[src/rtl/phy_tport_seq.sv]
module phy_tport_seq #(
  parameter int HOLD_W = 8
) (
  input  logic              clk,
  input  logic              rst_n,
  input  logic [HOLD_W-1:0] hold_cycles,
  input  logic              req_valid,
  input  logic [7:0]        req_code,
  output logic              req_ready,
  input  logic              dat_valid,
  input  logic [7:0]        dat_byte,
  input  logic              dat_last,
  output logic              dat_ready,
  output logic              tp_clk,
  output logic              tp_en,
  output logic              tp_clr,
  output logic [7:0]        tp_din,
  output logic              done
);

  typedef enum logic [3:0] {
    ST_INIT, ST_IDLE, ST_C_CLKH, ST_C_DIN, ST_C_ENH, ST_C_CLKL, ST_C_ENL,
    ST_D_CLKL, ST_D_DIN, ST_D_CLKH
  } st_e;

  st_e               state;
  logic [HOLD_W-1:0] cnt;
  logic [7:0]        code_q;
  logic              last_q;

  wire [HOLD_W-1:0] h_last = (hold_cycles == '0) ? '0 : hold_cycles - 1'b1;
  wire tick    = (cnt == h_last);
  wire in_data = (state == ST_D_CLKL) || (state == ST_D_DIN) || (state == ST_D_CLKH);
  wire adv     = tick && ((state != ST_D_CLKL) || dat_valid);

  assign req_ready = (state == ST_IDLE);
  assign dat_ready = (state == ST_D_CLKL) && tick;

  always_ff @(posedge clk or negedge rst_n) begin
    if (!rst_n) begin
      cnt <= '0;
    end else if (state == ST_IDLE || adv) begin
      cnt <= '0;
    end else if (!tick) begin
      cnt <= cnt + 1'b1;
    end
  end

  always_ff @(posedge clk or negedge rst_n) begin
    if (!rst_n) begin
      state  <= ST_INIT;
      tp_clk <= 1'b0;
      tp_en  <= 1'b0;
      tp_clr <= 1'b1;
      tp_din <= '0;
      done   <= 1'b0;
      code_q <= '0;
      last_q <= 1'b0;
    end else begin
      done <= 1'b0;
      if (state == ST_IDLE) begin
        if (req_valid) begin
          tp_clk <= 1'b1;
          code_q <= req_code;
          state  <= ST_C_CLKH;
        end
      end else if (adv) begin
        case (state)
          ST_INIT:   begin tp_clr <= 1'b0; state <= ST_IDLE;   end
          ST_C_CLKH: begin tp_din <= code_q; state <= ST_C_DIN; end
          ST_C_DIN:  begin tp_en <= 1'b1;  state <= ST_C_ENH;  end
          ST_C_ENH:  begin tp_clk <= 1'b0; state <= ST_C_CLKL; end
          ST_C_CLKL: begin tp_en <= 1'b0;  state <= ST_C_ENL;  end
          ST_C_ENL:  begin tp_clk <= 1'b0; state <= ST_D_CLKL; end
          ST_D_CLKL: begin
            tp_din <= dat_byte;
            last_q <= dat_last;
            state  <= ST_D_DIN;
          end
          ST_D_DIN:  begin tp_clk <= 1'b1; state <= ST_D_CLKH; end
          ST_D_CLKH: begin
            if (last_q) begin
              done  <= 1'b1;
              state <= ST_IDLE;
            end else begin
              tp_clk <= 1'b0;
              state  <= ST_D_CLKL;
            end
          end
          default:   state <= ST_IDLE;
        endcase
      end
    end
  end

  a_r2_clr_stays_low: assert property (@(posedge clk) disable iff (!rst_n)
    !tp_clr |=> !tp_clr);
  a_r3_en_rises_clk_high: assert property (@(posedge clk) disable iff (!rst_n)
    $rose(tp_en) |-> tp_clk);
  a_r4_din_steady_at_rise: assert property (@(posedge clk) disable iff (!rst_n)
    $rose(tp_clk) |-> $stable(tp_din));
  a_r9_en_low_in_data: assert property (@(posedge clk) disable iff (!rst_n)
    in_data |-> !tp_en);
  a_r8_wait_freezes_pins: assert property (@(posedge clk) disable iff (!rst_n)
    (dat_ready && !dat_valid) |=> $stable({tp_clk, tp_en, tp_din}));
  a_r7_ready_drops: assert property (@(posedge clk) disable iff (!rst_n)
    (req_valid && req_ready) |=> !req_ready);
  a_r7_done_with_ready: assert property (@(posedge clk) disable iff (!rst_n)
    done |-> req_ready);
  a_r7_done_single: assert property (@(posedge clk) disable iff (!rst_n)
    done |=> !done);

endmodule

[config.mk]
export PLATFORM = sky130hd
export DESIGN_NAME = phy_tport_seq
export DESIGN_NICKNAME = d
export VERILOG_FILES = /design/src/rtl/phy_tport_seq.sv
export SDC_FILE = /design/constraint.sdc
export NUM_CORES = 1
export LEC_CHECK = 0
export CORE_MARGIN = 1
export CORE_UTILIZATION = 47
export DETAILED_ROUTE_END_ITERATION = 7
export PLACE_DENSITY = 0.82
export SLEW_MARGIN = 20
export SYNTH_ARGS = -nofsm -noshare
export SYNTH_HDL_FRONTEND = slang
export SYNTH_SLANG_ARGS = --single-unit
[constraint.sdc]
create_clock -name clk -period 2.1 [get_ports clk]
set_input_delay 0.315 -clock clk [delete_from_list [all_inputs] [get_ports clk]]
set_output_delay 0.315 -clock clk [all_outputs]
set_load 0.03 [all_outputs]
Word-level counts from Yosys, hierarchy flattened

Cells that the tools add are included.
Widths: inputs -> output; s select.

$add $sub $neg: 2
Equal/unequal tests: 14
Muxes and demuxes: 19
Bitwise gates (word level): 1
Reduce and logical (&&, ||, !) cells: 18

Operators with widths:

| operator            | count |
|---|---|
| $pmux 4 s8          | 1 |
| $mux 8              | 3 |
| $eq 4x3->1 const B  | 4 |
| $pmux 8 s2          | 1 |
| $mux 4              | 3 |
| $reduce_and 3->1    | 4 |
| $add 8x1->8 const B | 1 |
| $eq 4x2->1 const B  | 2 |
| $eq 4x4->1 const B  | 2 |
| $eq 8x8->1          | 1 |
| $logic_not 8->1     | 1 |
| $mux 1              | 8 |
| $sub 8x1->8 const B | 1 |
| $reduce_bool 2->1   | 3 |
| $eq 4x1->1 const B  | 1 |
| $logic_not 4->1     | 1 |
| $ne 4x3->1 const B  | 1 |
| $reduce_and 2->1    | 2 |
| $reduce_and 4->1    | 1 |
| $reduce_bool 4->1   | 1 |
| $mux 3              | 1 |
| $ne 3x3->1 const B  | 1 |
| $pmux 1 s3          | 1 |
| $logic_and 1x1->1   | 2 |
| other kinds (6)     | 7 |

Bits in registers: 33
Input port bits: 29
Output and inout bits: 14
Word-level logic and storage cells: 63

Logic depth before layout (Yosys ltp)

Word-level depth: 6
Depth in mapped cells: 11
Gate-level depth less buffers: 9

Worst setup path after synthesis

Ideal clock, no wire load.

Path type: input -> register
Start point: in hold_cycles[0]
End point: reg cnt[2]
Library setup time: 0.094 ns
Data arrival time: 2.474 ns
Required time: 2.006 ns
Path slack: -0.468 ns
Stages on the path: 10
Path buffers: 1
Path through: inv_1 -> ha_1 -> nor4b_2 -> nand2_2 -> a311o_1 -> a311oi_4 -> and2_4 -> buf_6 -> mux2_1 -> a211oi_1

Longest elaborated chain between the ends: 6
Elaborated cells between the ends (all ways): 8
Classes of those cells: add/sub: 1; eq/ne: 2; mux: 2; reduce/logical: 3

RTL lines:

| element                                        | line | RTL |
|---|---|---|
| from (decl)                                    | 6    | `input logic [HOLD_W-1:0] hold_cycles,` |
| $sub 8x1->8 or $logic_not 8->1 (tied branches) | 31   | `wire [HOLD_W-1:0] h_last = (hold_cycles == '0) ? '0 : hold_cycles - 1'b1;` |
| $mux 8 *                                       | 31   |  |
| $eq 8x8->1 *                                   | 32   | `wire tick = (cnt == h_last);` |
| $logic_and 1x1->1                              | 34   | `wire adv = tick && ((state != ST_D_CLKL) \|\| dat_valid);` |
| $logic_or 1x1->1                               | 42   | `end else if (state == ST_IDLE \|\| adv) begin` |
| $ne 2x1->1 (no line) or $mux 8 (tied branches) | --   |  |
| to (signal assigned)                           | 45   | `cnt <= cnt + 1'b1;` |
| to (decl)                                      | 27   | `logic [HOLD_W-1:0] cnt;` |

Mark *: on every way between the ends. The rest lies on a longest branch, timed or not.
A chain may end at the register's enable or synchronous reset.

Worst setup path after layout

Start point: in hold_cycles[5]
End point: reg tp_din[1]

Longest elaborated chain between the ends: 5
Elaborated cells between the ends (all ways): 6
Classes of those cells: add/sub: 1; eq/ne: 1; mux: 1; reduce/logical: 3

RTL lines:

| element                                        | line | RTL |
|---|---|---|
| $sub 8x1->8 or $logic_not 8->1 (tied branches) | 31   |  |
| $mux 8 *                                       | 31   |  |
| $eq 8x8->1 *                                   | 32   |  |
| $logic_and 1x1->1 *                            | 34   |  |
| $reduce_and 3->1 (no line) *                   | --   |  |
| to (signal assigned)                           | 76   | `tp_din <= dat_byte;` |
| to (decl)                                      | 17   | `output logic [7:0] tp_din,` |

Marks and branches as above.

==> summary.txt <==
CTS tree - built
Largest family of logic cells by synthesized area - simple AND/OR/NAND/NOR gates
DRT Pass-1 Iters - 4
Clk Latency, worst-skew pair - 280 ps
Placed Instance Area - 0.00300 mm^2
Minimum clock period - 2490 ps
RSZ-0062 raised after global routing - yes
CTS Hold Bufs - 0
Sequential-to-total area share from yosys stat - 37.7%
Area delta synth->final - 52.1%
Reg-to-Reg End - cnt[5]$_DFFE_PN0P_
Failing checks - negative setup slack
Worst reg2reg path depth - 7
Total CTS buffers - 5
# rows - 24
Post-Syn Area - 0.00220 mm^2
R2R Setup Slk - -280 ps
Final hold vios - 0
Synth Flop Type - dfrtp_1
Critical Path AT - 2660 ps
Synth Area per Inst - 10.6 um^2
Netlist cell types - 67
Hold slack - 427 ps
Design Power - 0.00305 W
Post-synthesis mux area share - 15.6%
Simple-gate share of the synthesized area - 20.7%
CP startpoint - hold_cycles[5]
Commonest non-fill, non-tap cell in the layout - buf_4
Sw power - 0.00119 W
Core ar. - 0.00441 mm^2
H-tree depth - 2
Crit Path Max Fanout - 8
GRT overflow - 0
Synth Area in Compound Gates - 16.4%
Slew Limit Fails - 0
Startpoint Class - input pin
WL final - 6.17 mm
Maximum VDD drop - 0.000814 V
Placed insts - 332
Initial antenna violation count - 0
Fillcell total - 255
Place WS - -1090 ps
Combinational power share - 47.7%
Die Span Y - 70.4 um
Via count - 2,020
Root Driver - clkbuf_8
Post-route insts no fill - 344
Tot GR Track Use - 23.3%
Kind of critical path - in2reg
XOR/XNOR share of the synthesized area - 2.39%
Outcome - finished, violations left
Slew HR - 66.6%
First-pass GRT wire length - 9.17 mm
Largest net degree at the start of global routing - 34
Fraction of power spent switching nets - 39.0%
Vias per cell - 5.87
Post-DP HPWL - 3.88 mm
Worst slew pin tran - 499 ps
CTS sink cnt - 33
Worst clock skew - 10.2 ps
Full die area - 0.00495 mm^2
Vias in the first global route - 2,029
CP Capture Type - register
Leak Pwr - 1.45 nW
Max-cap violations - 0
WL/cell - 17.9 um
Antenna-violating nets left - 0
Starting Density - 49.7%
Setup slack after layout - -393 ps
Hold/Removal Path Class - in2async
Seq pwr share - 34.9%
Clk buf depth - 2
Fmax - 0.401 GHz
Ys async rst share - 100%
Number of synthesized flops with an enable pin - 0
Worst-path clk slew - 70 ps
Most frequent cells in the layout - buf_4, clkdlybuf4s50_1, dfrtp_1, mux2_2, buf_6
Post-synthesis cell count - 207
CP required - 2270 ps
Final setup viols - 26
Synth warnings - 0
NumNets Final - 322
FF+latch count, synth - 33
Syn_nets - 238
Post-route cell area - 0.00334 mm^2
DRT iter0 DRCs - 179
Share of cells above drive strength 1 - 47.3%
Adder-cell area share of the yosys netlist - 1.14%
DRC Markers - 0
Die X - 70.4 um
Diodes inserted - 0
Gpl congestion - 0.883
IO buf count - 42
Pwr per Cell Area - 912 mW/mm^2
Clk pwr share - 17.4%
Origin of the critical flop-to-flop path - cnt[7]$_DFFE_PN0P_
Internal - 0.00186 W
Num ports - 43
Final period utilization - 119%
## cells in the mapped netlist (all sizes together), types with 4 or more instances
master | instances | share of area (%)
nor2 | 12 | 2.1
nand4 | 4 | 1.4
dfrtp | 32 | 36
buf | 7 | 2.6
or3 | 6 | 1.8
xor2 | 4 | 1.6
inv | 8 | 1.4
nand3 | 8 | 1.8
clkbuf | 4 | 2.1
o21ai | 8 | 1.8
nand2 | 13 | 2.5
mux2 | 26 | 15
a21oi | 9 | 2.1
## power groups by stage
stage	Combinational (W)	Clock (W)	Sequential, W
CTS	0.00133	0.000534	0.00103
finish	0.00145	0.000529	0.00106
floorplan	0.000874	0	0.00101
global route	0.00155	0.000563	0.00109
global placement	0.00123	0	0.00102
detailed placement	0.00127	0	0.00103
## state kept, by name (all words and copies together) (netlist names)
| signal | flops |
|---|---|
| cnt | 8 |
| code_q | 8 |
| done | 1 |
| last_q | 1 |
| state | 4 |
| tp_clk | 1 |
| tp_clr | 1 |
| tp_din | 8 |
| tp_en | 1 |
## layout make-up
type | count | area (um^2) | share of cell area (%)
Sequential cell | 33 | 828 | 24.8
Clock inverter | 1 | 5.00 | 0.150
Inverter | 8 | 45.0 | 1.35
Tap cell | 52 | 65.1 | 1.95
Clock buffer | 7 | 96.3 | 2.88
Timing Repair Buffer | 88 | 807 | 24.2
Multi-Input combinational cell | 155 | 1490 | 44.7
## kinds of logic (layout without fill, tap and decap cells)
kind of cell    Yosys count  after routing
mux                      28             28
simple gates             71             71
flops                    33             33
buf+inv                  19            104
compound gates           48             48
fa+ha+maj                 2              2
xor+xnor                  6              6
## how the worst max path moves through the flow
stage                            endpoint  slack, ps  cells past startpoint
finish              tp_din[1]$_DFFE_PN0P_       -390                     10
detailed placement     cnt[2]$_DFFE_PN0P_      -1090                     11
global placement    tp_din[2]$_DFFE_PN0P_      -1030                     10
floorplan              cnt[2]$_DFFE_PN0P_       -320                      9
global route        tp_din[0]$_DFFE_PN0P_       -500                     10
CTS                             dat_ready       -390                     11
## repair_timing
action	CTS	global route
pin swaps	14	20
setup buffers	9	2
gates resized for setup	44	33
endpoints found under the setup margin	26	26
## per-layer routing
metal / vias to the layer above / global-route usage [%] / wire [um] / part of all wire [%]
li1: 946 / - / - / -
met1: 983 / 30.0 / 2560 / 42
met2: 82 / 40.5 / 3220 / 52
met3: 9 / 4.91 / 299 / 4.8
met4: 0 / 4.22 / 82 / 1.3
met5: - / 0 / 0 / 0
## per-stage QoR
step / util, % / TNS (ps)
2_1_floorplan: - / -6150
3_3_place_gp: 67.9 / -24690
3_5_place_dp: 67.9 / -25770
4_1_cts: 73.2 / -7860
5_1_grt: 75.7 / -10170
6_report: 75.7 / -7770
## critical path, cell delays in order
cell           delay (ps)
dlygate4sd2_1         240
buf_6                 130
nor4_2                260
buf_4                 160
a22o_2                130
o211ai_1              180
a311oi_4              380
and2_4                260
nand4b_4              230
mux2_4                370
(Power assumes the default switching activity.)
